**config.mk**
```make
export PLATFORM = sky130hd
export DESIGN_NAME = rtc_calendar_core
export DESIGN_NICKNAME = d
export VERILOG_FILES = /design/src/rtl/rtc_cal_pkg.sv /design/src/rtl/rtc_time_counter.sv /design/src/rtl/rtc_alarm_unit.sv /design/src/rtl/rtc_event_unit.sv /design/src/rtl/rtc_calendar_core.sv
export SDC_FILE = /design/constraint.sdc
export NUM_CORES = 1
export LEC_CHECK = 0
export BUFFER_PORTS_ARGS = -buffer_cell sky130_fd_sc_hd__clkbuf_2
export CAP_MARGIN = 20
export CORE_ASPECT_RATIO = 1.4
export CORE_UTILIZATION = 60
export DETAILED_ROUTE_END_ITERATION = 6
export PLACE_DENSITY = 0.86
export SLEW_MARGIN = 10
export SYNTH_ARGS = -nofsm -noshare
export SYNTH_HDL_FRONTEND = slang
export SYNTH_SLANG_ARGS = --single-unit
```
**constraint.sdc**
```tcl
create_clock -name clk -period 8.3 [get_ports clk]
set_clock_uncertainty 0.05 [all_clocks]
set_input_delay 0 -clock clk [delete_from_list [all_inputs] [get_ports clk]]
set_output_delay 0 -clock clk [all_outputs]
set_load 0.02 [all_outputs]
```
**src/rtl/rtc_cal_pkg.sv**
```systemverilog
package rtc_cal_pkg;

  localparam int NUM_DATE = 6;   // sec, min, hour, day, month, year
  localparam int A_SEC    = 0;
  localparam int A_WDAY   = 6;
  localparam int A_ALM0   = 7;
  localparam int A_CTRL   = 13;
  localparam int A_STAT   = 14;
  localparam int A_IEN    = 15;
  localparam int A_SPARE0 = 16;

  localparam int CTRL_RUN  = 0;
  localparam int CTRL_SNAP = 6;
  localparam int ST_ALARM  = 6;
  localparam int ST_PWRUP  = 7;

  // index 0 = seconds ... index 5 = year, each packed BCD
  typedef logic [NUM_DATE-1:0][7:0] date_t;

  localparam date_t DATE_RESET = {8'h00, 8'h01, 8'h01, 8'h00, 8'h00, 8'h00};

  function automatic logic [7:0] bcd_to_bin(input logic [7:0] b);
    return ({4'b0, b[7:4]} * 8'd10) + {4'b0, b[3:0]};
  endfunction

  function automatic logic [7:0] bin_to_bcd(input logic [7:0] v);
    logic [7:0] tens;
    logic [7:0] ones;
    tens = v / 8'd10;
    ones = v - (tens * 8'd10);
    return {tens[3:0], ones[3:0]};
  endfunction

  // month and year in binary; result in binary
  function automatic logic [7:0] month_len(input logic [7:0] mon, input logic [7:0] yr);
    logic [7:0] len;
    case (mon)
      8'd2:                      len = (yr[1:0] == 2'b00) ? 8'd29 : 8'd28;
      8'd4, 8'd6, 8'd9, 8'd11:   len = 8'd30;
      default:                   len = 8'd31;
    endcase
    return len;
  endfunction

endpackage

```
**src/rtl/rtc_time_counter.sv**
```systemverilog
module rtc_time_counter
  import rtc_cal_pkg::*;
(
  input  logic       clk,
  input  logic       rst,
  input  logic       advance,
  input  logic       ld_en,
  input  logic [2:0] ld_idx,
  input  logic [7:0] ld_data,
  output date_t      date_q,
  output logic [7:0] wday_q,
  output date_t      date_nx,
  output logic [3:0] roll
);

  localparam logic [7:0] WDAY_LAST = 8'd6;

  logic [7:0] cur [NUM_DATE];
  logic [7:0] nxt [NUM_DATE];
  logic       carry [NUM_DATE];
  logic [7:0] mlen;
  logic       w_sec, w_min, w_hr, w_day, w_mon;

  genvar gi;
  generate
    for (gi = 0; gi < NUM_DATE; gi++) begin : g_conv
      assign cur[gi]     = bcd_to_bin(date_q[gi]);
      assign date_nx[gi] = carry[gi] ? bin_to_bcd(nxt[gi]) : date_q[gi];
    end
  endgenerate

  always_comb begin
    mlen  = month_len(cur[4], cur[5]);
    w_sec = cur[0] >= 8'd59;
    w_min = cur[1] >= 8'd59;
    w_hr  = cur[2] >= 8'd23;
    w_day = cur[3] >= mlen;
    w_mon = cur[4] >= 8'd12;

    carry[0] = advance;
    carry[1] = carry[0] & w_sec;
    carry[2] = carry[1] & w_min;
    carry[3] = carry[2] & w_hr;
    carry[4] = carry[3] & w_day;
    carry[5] = carry[4] & w_mon;

    nxt[0] = w_sec ? 8'd0 : cur[0] + 8'd1;
    nxt[1] = w_min ? 8'd0 : cur[1] + 8'd1;
    nxt[2] = w_hr  ? 8'd0 : cur[2] + 8'd1;
    nxt[3] = w_day ? 8'd1 : cur[3] + 8'd1;
    nxt[4] = w_mon ? 8'd1 : cur[4] + 8'd1;
    nxt[5] = (cur[5] >= 8'd99) ? 8'd0 : cur[5] + 8'd1;

    roll = {carry[3], carry[2], carry[1], carry[0]};
  end

  always_ff @(posedge clk) begin
    if (rst) begin
      date_q <= DATE_RESET;
      wday_q <= 8'd0;
    end else if (ld_en) begin
      for (int i = 0; i < NUM_DATE; i++) begin
        if (ld_idx == 3'(i)) date_q[i] <= ld_data;
      end
      if (ld_idx == 3'(A_WDAY)) wday_q <= ld_data;
    end else if (advance) begin
      date_q <= date_nx;
      if (carry[3]) wday_q <= (wday_q >= WDAY_LAST) ? 8'd0 : wday_q + 8'd1;
    end
  end

endmodule

```
**src/rtl/rtc_alarm_unit.sv**
```systemverilog
module rtc_alarm_unit
  import rtc_cal_pkg::*;
(
  input  logic       clk,
  input  logic       rst,
  input  logic       wr_en,
  input  logic [2:0] wr_idx,
  input  logic [7:0] wr_data,
  input  date_t      cand,
  output date_t      alarm_q,
  output logic       match
);

  logic [NUM_DATE-1:0] eq;

  genvar gi;
  generate
    for (gi = 0; gi < NUM_DATE; gi++) begin : g_cmp
      assign eq[gi] = (cand[gi] == alarm_q[gi]);
    end
  endgenerate

  assign match = &eq;

  always_ff @(posedge clk) begin
    if (rst) begin
      alarm_q <= '0;
    end else if (wr_en) begin
      for (int i = 0; i < NUM_DATE; i++) begin
        if (wr_idx == 3'(i)) alarm_q[i] <= wr_data;
      end
    end
  end

endmodule

```
**src/rtl/rtc_event_unit.sv**
```systemverilog
module rtc_event_unit
  import rtc_cal_pkg::*;
(
  input  logic       clk,
  input  logic       rst,
  input  logic [3:0] roll,
  input  logic       alarm_hit,
  input  logic       st_we,
  input  logic       ien_we,
  input  logic [7:0] wdata,
  output logic [7:0] status_q,
  output logic [3:0] ien_q,
  output logic       irq_q
);

  logic [7:0] st_nx;
  logic [2:0] sel_pos;
  logic       irq_nx;

  always_comb begin
    sel_pos = {1'b0, ien_q[1:0]} + 3'd2;
    irq_nx  = (status_q[ST_ALARM] & ien_q[3]) | (status_q[sel_pos] & ien_q[2]);

    st_nx = status_q;
    if (st_we) st_nx[7:2] = status_q[7:2] & ~wdata[7:2];
    st_nx[5:2]      = st_nx[5:2] | roll;
    st_nx[ST_ALARM] = st_nx[ST_ALARM] | alarm_hit;
    st_nx[1:0]      = 2'b00;
  end

  always_ff @(posedge clk) begin
    if (rst) begin
      status_q <= 8'h80;
      ien_q    <= 4'h0;
      irq_q    <= 1'b0;
    end else begin
      status_q <= st_nx;
      irq_q    <= irq_nx;
      if (ien_we) ien_q <= wdata[3:0];
    end
  end

endmodule

```
**src/rtl/rtc_calendar_core.sv**
```systemverilog
module rtc_calendar_core
  import rtc_cal_pkg::*;
#(
  parameter int ADDR_W      = 5,
  parameter int SPARE_BYTES = 2
) (
  input  logic              clk,
  input  logic              rst,
  input  logic              tick_1hz,
  input  logic [ADDR_W-1:0] bus_addr,
  input  logic [7:0]        bus_wdata,
  input  logic              bus_we,
  input  logic              bus_re,
  output logic [7:0]        bus_rdata,
  output logic              irq
);

  localparam logic [ADDR_W-1:0] ADR_WDAY = ADDR_W'(A_WDAY);
  localparam logic [ADDR_W-1:0] ADR_ALM0 = ADDR_W'(A_ALM0);
  localparam logic [ADDR_W-1:0] ADR_ALML = ADDR_W'(A_ALM0 + NUM_DATE - 1);
  localparam logic [ADDR_W-1:0] ADR_CTRL = ADDR_W'(A_CTRL);
  localparam logic [ADDR_W-1:0] ADR_STAT = ADDR_W'(A_STAT);
  localparam logic [ADDR_W-1:0] ADR_IEN  = ADDR_W'(A_IEN);

  logic              run_q;
  date_t             shadow_q;
  date_t             date_q;
  date_t             date_nx;
  date_t             alarm_q;
  logic [7:0]        wday_q;
  logic [3:0]        roll;
  logic              alarm_match;
  logic              advance;
  logic [7:0]        status_q;
  logic [3:0]        ien_q;
  logic              irq_q;
  logic [7:0]        rdata_q;
  logic [7:0]        rd_mux;
  logic [7:0]        spare_q [SPARE_BYTES];
  logic [ADDR_W-1:0] alm_off;
  logic              ld_en, alm_we, ctrl_we;

  assign advance = run_q & tick_1hz;
  assign ld_en   = bus_we & ~run_q & (bus_addr <= ADR_WDAY);
  assign alm_off = bus_addr - ADR_ALM0;
  assign alm_we  = bus_we & (bus_addr >= ADR_ALM0) & (bus_addr <= ADR_ALML);
  assign ctrl_we = bus_we & (bus_addr == ADR_CTRL);

  rtc_time_counter u_count (
    .clk     (clk),
    .rst     (rst),
    .advance (advance),
    .ld_en   (ld_en),
    .ld_idx  (bus_addr[2:0]),
    .ld_data (bus_wdata),
    .date_q  (date_q),
    .wday_q  (wday_q),
    .date_nx (date_nx),
    .roll    (roll)
  );

  rtc_alarm_unit u_alarm (
    .clk     (clk),
    .rst     (rst),
    .wr_en   (alm_we),
    .wr_idx  (alm_off[2:0]),
    .wr_data (bus_wdata),
    .cand    (date_nx),
    .alarm_q (alarm_q),
    .match   (alarm_match)
  );

  rtc_event_unit u_event (
    .clk       (clk),
    .rst       (rst),
    .roll      (roll),
    .alarm_hit (advance & alarm_match),
    .st_we     (bus_we & (bus_addr == ADR_STAT)),
    .ien_we    (bus_we & (bus_addr == ADR_IEN)),
    .wdata     (bus_wdata),
    .status_q  (status_q),
    .ien_q     (ien_q),
    .irq_q     (irq_q)
  );

  always_ff @(posedge clk) begin
    if (rst) begin
      run_q    <= 1'b0;
      shadow_q <= DATE_RESET;
    end else if (ctrl_we) begin
      run_q <= bus_wdata[CTRL_RUN];
      if (bus_wdata[CTRL_SNAP]) shadow_q <= date_q;
    end
  end

  genvar gk;
  generate
    for (gk = 0; gk < SPARE_BYTES; gk++) begin : g_spare
      always_ff @(posedge clk) begin
        if (rst) spare_q[gk] <= 8'h00;
        else if (bus_we && bus_addr == ADDR_W'(A_SPARE0 + gk)) spare_q[gk] <= bus_wdata;
      end
    end
  endgenerate

  always_comb begin
    rd_mux = 8'h00;
    for (int i = 0; i < NUM_DATE; i++) begin
      if (bus_addr == ADDR_W'(A_SEC + i))  rd_mux = shadow_q[i];
      if (bus_addr == ADDR_W'(A_ALM0 + i)) rd_mux = alarm_q[i];
    end
    for (int k = 0; k < SPARE_BYTES; k++) begin
      if (bus_addr == ADDR_W'(A_SPARE0 + k)) rd_mux = spare_q[k];
    end
    if (bus_addr == ADR_WDAY) rd_mux = wday_q;
    if (bus_addr == ADR_CTRL) rd_mux = {7'b0, run_q};
    if (bus_addr == ADR_STAT) rd_mux = {status_q[7:2], run_q, 1'b0};
    if (bus_addr == ADR_IEN)  rd_mux = {4'b0, ien_q};
  end

  always_ff @(posedge clk) begin
    if (rst)         rdata_q <= 8'h00;
    else if (bus_re) rdata_q <= rd_mux;
  end

  assign bus_rdata = rdata_q;
  assign irq       = irq_q;

endmodule

```
==> Yosys cells after proc, flatten, opt, wreduce, memory -nomap -nowiden <==
Memory sizes are Yosys's and may differ from the RTL's.
Index checks and enable logic that the tools add are counted.
{ "totals": {"n_memories": 1, "regBits": 174, "ram_bits": 16, "inputBits": 18} }
{ "memory_table": {"columns": ["memory", "depth", "width", "rd", "rd_ports_with_merged_regs", "write_ports", "line", "text"], "rows": [
  ["spare_q", 2, 8, 2, 0, 2, "rtc_calendar_core.sv:39", "logic [7:0] spare_q [SPARE_BYTES];"]
]} }
{ "classes": {"bitwise_logic": 24, "n_eq_ne": 46, "addsub": 21, "mul": 12, "order_cmp": 11, "mux": 58, "div_mod_pow": 6, "reduce_logical": 24} }
{ "ops": {"columns": ["operator", "n"], "rows": [
  ["2-to-1 mux 8 bit", 43],
  ["2-to-1 mux 48 bit", 2],
  ["adder 8 x 1 -> 8 bit (second input constant)", 7],
  ["adder 8 x 4 -> 8 bit", 6],
  ["divider 8 x 4 -> 8 bit (second input constant)", 6],
  ["== test 8 bit", 6],
  ["multiplier 8 x 3 -> 3 bit (second input constant)", 6],
  ["multiplier 4 x 3 -> 7 bit (second input constant)", 6],
  ["== test 5 x 4 -> 1 bit (second input constant)", 8],
  ["AND reduction 2 bit", 13],
  ["subtractor 4 bit", 6],
  ["== test 5 x 3 -> 1 bit (second input constant)", 4],
  ["AND 1 bit", 16],
  ["== test 8 x 3 -> 1 bit (second input constant)", 2],
  ["== test 8 x 4 -> 1 bit (second input constant)", 2],
  ["greater-or-equal comparator 8 x 6 -> 1 bit (second input constant)", 2],
  ["case mux 8 bit (2 select lines)", 1],
  ["== test 3 bit (second input constant)", 5],
  ["!= test 2 x 1 -> 1 bit (second input constant)", 7],
  ["== test 3 x 2 -> 1 bit (second input constant)", 4],
  ["== test 5 x 2 -> 1 bit (second input constant)", 2],
  ["== test 5 bit (second input constant)", 2],
  ["2-to-1 mux 1 bit", 10],
  ["== test 8 x 2 -> 1 bit (second input constant)", 1],
  ["28 further kinds", 35]
]} }

==> Longest topological paths before layout <==
{ "logic_depth": {"word_depth": 19, "depth_mapped": 30} }

==> Hierarchy <==
A second synthesis with hierarchy kept.
{ "unflattened": {"cells_unflattened": 1752, "hier_area_um2": 14152.3} }
{ "modules_own_cells": {"columns": ["mod", "n_inst", "cells_per_inst", "area_each_um2"], "rows": [
  ["rtc_time_counter", 1, 898, 7119.3],
  ["rtc_calendar_core", 1, 535, 4377.9],
  ["rtc_alarm_unit", 1, 272, 2223.4],
  ["rtc_event_unit", 1, 47, 431.7]
]} }

==> Worst setup path after synthesis <==
Ideal clock, no wire load.
{ "synth_path": {"path_kind": "reg-to-reg", "startpoint": "register u_count.date_q[37] in the netlist's numbering", "endpoint": "register u_event.status_q[6]", "synth_period_minus_slack_ns": 7.458, "path_stages_with_launch": 31, "arrival_time_ns": 7.349, "t_required_ns": 8.191, "setup_slack_ns": 0.842, "cell_sequence": "dfxtp_1 > ha_1 > ha_1 > fa_1 > xor2_1 > a2111oi_0 > a211oi_1 > a21o_1 > a211o_1 > ha_1 > nand2b_1 > a21o_1 > a311o_1 > a32oi_1 > clkbuf_1 > nand2b_1 > ha_1 > nor2b_1 > nor3_1 > a221oi_1 > o22ai_1 > a32o_1 > ha_1 > inv_1 > fa_1 > mux2i_1 > o221ai_1 > a311o_1 > or4_1 > nor4_2 > a31o_1"} }
{ "synth_via": {"elab_chain_len": 15, "elab_cells_between_ends": 31, "classes_between": "4 x add/sub; 3 x mul; 2 x div; 2 x order compare; 8 x eq/ne; 6 x mux; 4 x bitwise; 2 x reduce/logical"} }
{ "synth_lines": {"columns": ["element", "line", "text"], "rows": [
  ["from (decl)", "rtc_time_counter.sv:10", "output date_t date_q,"],
  ["from (signal, indexed assignment)", "rtc_time_counter.sv:63", "if (ld_idx == 3'(i)) date_q[i] <= ld_data;"],
  ["from (signal assigned)", "rtc_time_counter.sv:67", "date_q <= date_nx;"],
  ["multiplier 4 x 3 -> 7 bit", "rtc_cal_pkg.sv:23", "return ({4'b0, b[7:4]} * 8'd10) + {4'b0, b[3:0]};"],
  ["adder 8 x 4 -> 8 bit", "rtc_cal_pkg.sv:23", null],
  ["== test 8 x 3 -> 1 bit or == test 8 x 4 -> 1 bit (tied branches)", "rtc_cal_pkg.sv:37", "case (mon)"],
  ["OR reduction 4 bit", "rtc_cal_pkg.sv:37", null],
  ["case mux 8 bit (2 select lines)", "rtc_cal_pkg.sv:37", null],
  ["greater-or-equal comparator 8 bit", "rtc_time_counter.sv:37", "w_day = cur[3] >= mlen;"],
  ["2-to-1 mux 8 bit", "rtc_time_counter.sv:50", "nxt[3] = w_day ? 8'd1 : cur[3] + 8'd1;"],
  ["divider 8 x 4 -> 8 bit", "rtc_cal_pkg.sv:29", "tens = v / 8'd10;"],
  ["multiplier 8 x 3 -> 3 bit", "rtc_cal_pkg.sv:30", "ones = v - (tens * 8'd10);"],
  ["subtractor 4 bit", "rtc_cal_pkg.sv:30", null],
  ["2-to-1 mux 8 bit", "rtc_time_counter.sv:28", "assign date_nx[gi] = carry[gi] ? bin_to_bcd(nxt[gi]) : date_q[gi];"],
  ["== test 8 bit", "rtc_alarm_unit.sv:19", "assign eq[gi] = (cand[gi] == alarm_q[gi]);"],
  ["AND reduction 6 bit *", "rtc_alarm_unit.sv:23", "assign match = &eq;"],
  ["AND 1 bit *", "rtc_calendar_core.sv:77", ".alarm_hit (advance & alarm_match),"],
  ["OR 1 bit *", "rtc_event_unit.sv:27", "st_nx[ST_ALARM] = st_nx[ST_ALARM] | alarm_hit;"],
  ["to (signal assigned)", "rtc_event_unit.sv:37", "status_q <= st_nx;"],
  ["to (decl)", "rtc_event_unit.sv:11", "output logic [7:0] status_q,"]
]} }
Mark *: on every way between the ends. The rest lies on a longest branch, timed or not.
A chain may end at the register's enable or synchronous reset.

==> Final worst setup path <==
{ "layout_path": {"startpoint": "register u_count.date_q[39] in the netlist's numbering", "endpoint": "register u_event.status_q[6]"} }
The elaborated chain is that of the path after synthesis.

==> impl_results.md <==
* Outcome: complete, but fails checks
* Failing checks: DRC
* Port buffer count at 26
* YS warnings at 0
* Synth top area share at 24.9%
* Most common cell after layout, fill and taps aside: nand2_1
* Post-CTS Setup Repair Bufs at 0
* I/O pins at 27
* RSZ-0062 raised after global routing: false
* Worst R2R Path Depth at 29
* Final-report hold violation count at 0
* Layout cells sized above 1 at under 10%
* Maximum VDD drop at 166 uV
* Cell-internal power at 1420 uW
* Die Wd at about 130 um
* # DRC at 8
* Asr flop ratio synth at 0%
* Finished Cell Area at 14800 um^2
* Syn avg cell area at 7.86 um^2
* WP depth at 29
* Top FF cell, synth: dfxtp_1
* Sequential fraction of the synthesis area at 28.4%
* Actual slew at the worst max-slew pin at around 1.1 ns
* CP required at ~8.6 ns
* Combinational Power Share at 7.1%
* Routed WL at 48.8 mm
* CP Max Fanout at 6
* Reg-to-reg startpoint: u_count.date_q[39]
* Gr ovfl total at 0
* Flop2flop setup slack at 0.48 ns
* Layout Nets at 1840
* Root buf cell: clkbuf_16
* CTS tree: built
* Via count at 14489
* Setup TNS at 0 ns
* CTS Buf Count at 17
* Cell area after synthesis at 13800 um^2
* HP Class: input pin to flip-flop
* Initial antenna violation count at 1
* Register Area at between 3000 and 4000 um^2
* Psw at 496 uW
* Critical path class: flip-flop to flip-flop
* Startpoint Class: flip-flop
* CORE AREA at roughly 23000 um^2
* DPL Wire Length at approximately 35 mm
* CP max stage cell: or4_1
* Number of synthesized flops with an enable pin at 16
* Site row count at between 60 and 70
* Post-synth cell types at 94
* Initial Utilization at roughly three fifths
* Placement Setup Slack at between 0.4 and 0.5 ns
* Routability Congestion at 1.05
* Switching Fraction at between 20% and 30%
* Clk sinks at approximately 190
* Pre-antenna DRT Iters at 7
* Reg2reg end: u_event.status_q[6]
* Pwr dens at 130 nW/um^2
* Pleak at slightly below 0.006 uW
* Critical path's top delay family: compound AO/OA/AOI/OAI gates
* Max-slew headroom at a little over a quarter
* Vias per Instance at 7.07
* MaxCap Viol Count at 0
* Vias in the first global route at ~14000
* Synth Net Count at around 1900
* Clock tree buffer depth at 2
* Cell mode on critical path: ha_1
* Area leader, netlist: dfxtp_1
* DP Area at 14200 um^2
* Tot GR Track Use at 41.7%
* Slew Viols, Final at 0
* Final setup fails at 0
* Dominant cells by area after synthesis: dfxtp_1, ha_1, nand2_1
* Worst Setup SP: u_count.date_q[39]
* Htree depth at 4
* Clk_lat worst skew at roughly 0.45 ns
* Cells after Synth at between 1500 and 2000
* Worst-path clk slew at ~0.070 ns
* Fill cells at 2004
* CP bufs+invs at 1
* Routed wire per std cell at 23.8 um
* Commonest non-fill, non-tap cells in the layout: nand2_1, nor2_1, dfxtp_1, a21oi_1, o21ai_0
* Die area at 23700 um^2
* Minimum clock period at a little under 8 ns
* First-pass GRT wire length at 74.8 mm
* Area Overhead vs Synth at 6.86%
* Multi-input gate area at 9400 um^2
* Initial DRC count at between 1500 and 2000
* Crit. End Element: flip-flop
* Die height at 182 um
* Setup WS post-layout at just under 0.5 ns
* CP peak stage delay at 0.52 ns
* Sequential power share at 48.5%
* Final ANT Viol Nets at 0
* Clock power share at 44.3%
* Final worst path period share at 94.2%
* Critical path endpoint: u_event.status_q[6]
* Pin count of the biggest net entering global routing at between 80 and 90
* F_max at around 130 MHz
* Register bit total from synthesis at 188
* Arrival time of the worst setup path at 8.16 ns
[layout make-up]
type,count,share of cell area [%]
Timing Repair Buffer,48,2.05
Sequential cell,188,26.5
Tap cell,301,2.55
Clock buffer,19,3.00
Clock inverter,13,1.06
Inverter,47,1.19
Multi-Input combinational cell,1433,63.6
Antenna cell,1,0.0169
[worst min path at each step]
stage	slack [ns]	start	cells past startpoint	to
global placement	0.35	bus_re	2	bus_rdata[2]
floorplan	0.13	bus_wdata[3]	2	u_count.date_q[3]
CTS	0.0004	bus_addr[4]	4	bus_rdata[1]
finish	0.02	bus_addr[4]	4	bus_rdata[1]
global route	0.07	bus_addr[4]	4	bus_rdata[1]
detailed placement	0.35	bus_re	3	bus_rdata[0]
[timing repair]
| action | CTS | global route |
|---|---|---|
| setup endpoints to repair | 0 | 1 |
| resized for setup | 0 | 2 |
| hold buffers | 2 | 0 |
| hold endpoints to repair | 6 | 0 |
[Yosys cell counts, types with 37 or more instances]
master and number:
o21ai_0 71, xnor2_1 43, nand3_1 48, mux2i_1 55, nand2_1 224, nor2_1 182
a21oi_1 162, dfxtp_1 172, a22oi_1 37, ha_1 69, clkbuf_1 84, inv_1 45
[cell families after synthesis]
kind of cell | after synthesis | synth area share [%]
adder cells (fa/ha/maj) | 87 | 8.84
multiplexers | 59 | 4.39
AND/OR/NAND/NOR | 665 | 22.8
other | 2 | 0.0543
AO/OA/AOI/OAI | 539 | 26.2
buffers and inverters | 139 | 3.92
XOR/XNOR | 81 | 5.49
flip-flops | 188 | 28.4
[power groups by stage]
stage / clock network [uW] / logic (uW) / registers [uW]
after global placement: 0 / 126 / 950
after global routing: 878 / 142 / 930
after floorplan: 0 / 80.0 / 949
after CTS: 840 / 129 / 929
after detailed placement: 0 / 128 / 950
final: 849 / 136 / 930
[layer usage]
| metal | global-route usage (%) | wire (um) |
|---|---|---|
| met5 | 1.31 | 0 |
| met4 | 33.8 | 4550 |
| met3 | 11.0 | 5230 |
| met2 | 66.3 | 22200 |
| met1 | 46.2 | 16800 |
[per-stage QoR]
stage | instances | utilization (%) | hold slack (ns) | total power [uW]
floorplan | 1760 | - | 0.135 | 1030
global placement | 2015 | 62.6 | 0.352 | 1080
detailed placement | 2015 | 62.6 | 0.354 | 1080
CTS | 2049 | 65.4 | 0.000407 | 1900
global route | 2049 | 65.4 | 0.0714 | 1950
finish | 2050 | 65.4 | 0.0234 | 1910
[worst reg2reg max path: cells and delay by family, from the launching register on]
family                   cells  cell delay [ns]
adder cells (fa/ha/maj)      7             2.22
flip-flops                   1             0.44
AO/OA/AOI/OAI               13             3.33
buffers and inverters        1             0.06
multiplexers                 1             0.16
AND/OR/NAND/NOR              6             1.31
XOR/XNOR                     1             0.19
[state kept, by name, indices dropped and copies added (netlist names)]
signal / count
u_event.status_q: 6
u_count.wday_q: 8
bus_rdata: 8
shadow_q: 48
u_event.ien_q: 4
u_event.irq_q: 1
run_q: 1
u_alarm.alarm_q: 48
u_count.date_q: 48
spare_q: 16
(Power assumes the default switching activity.)
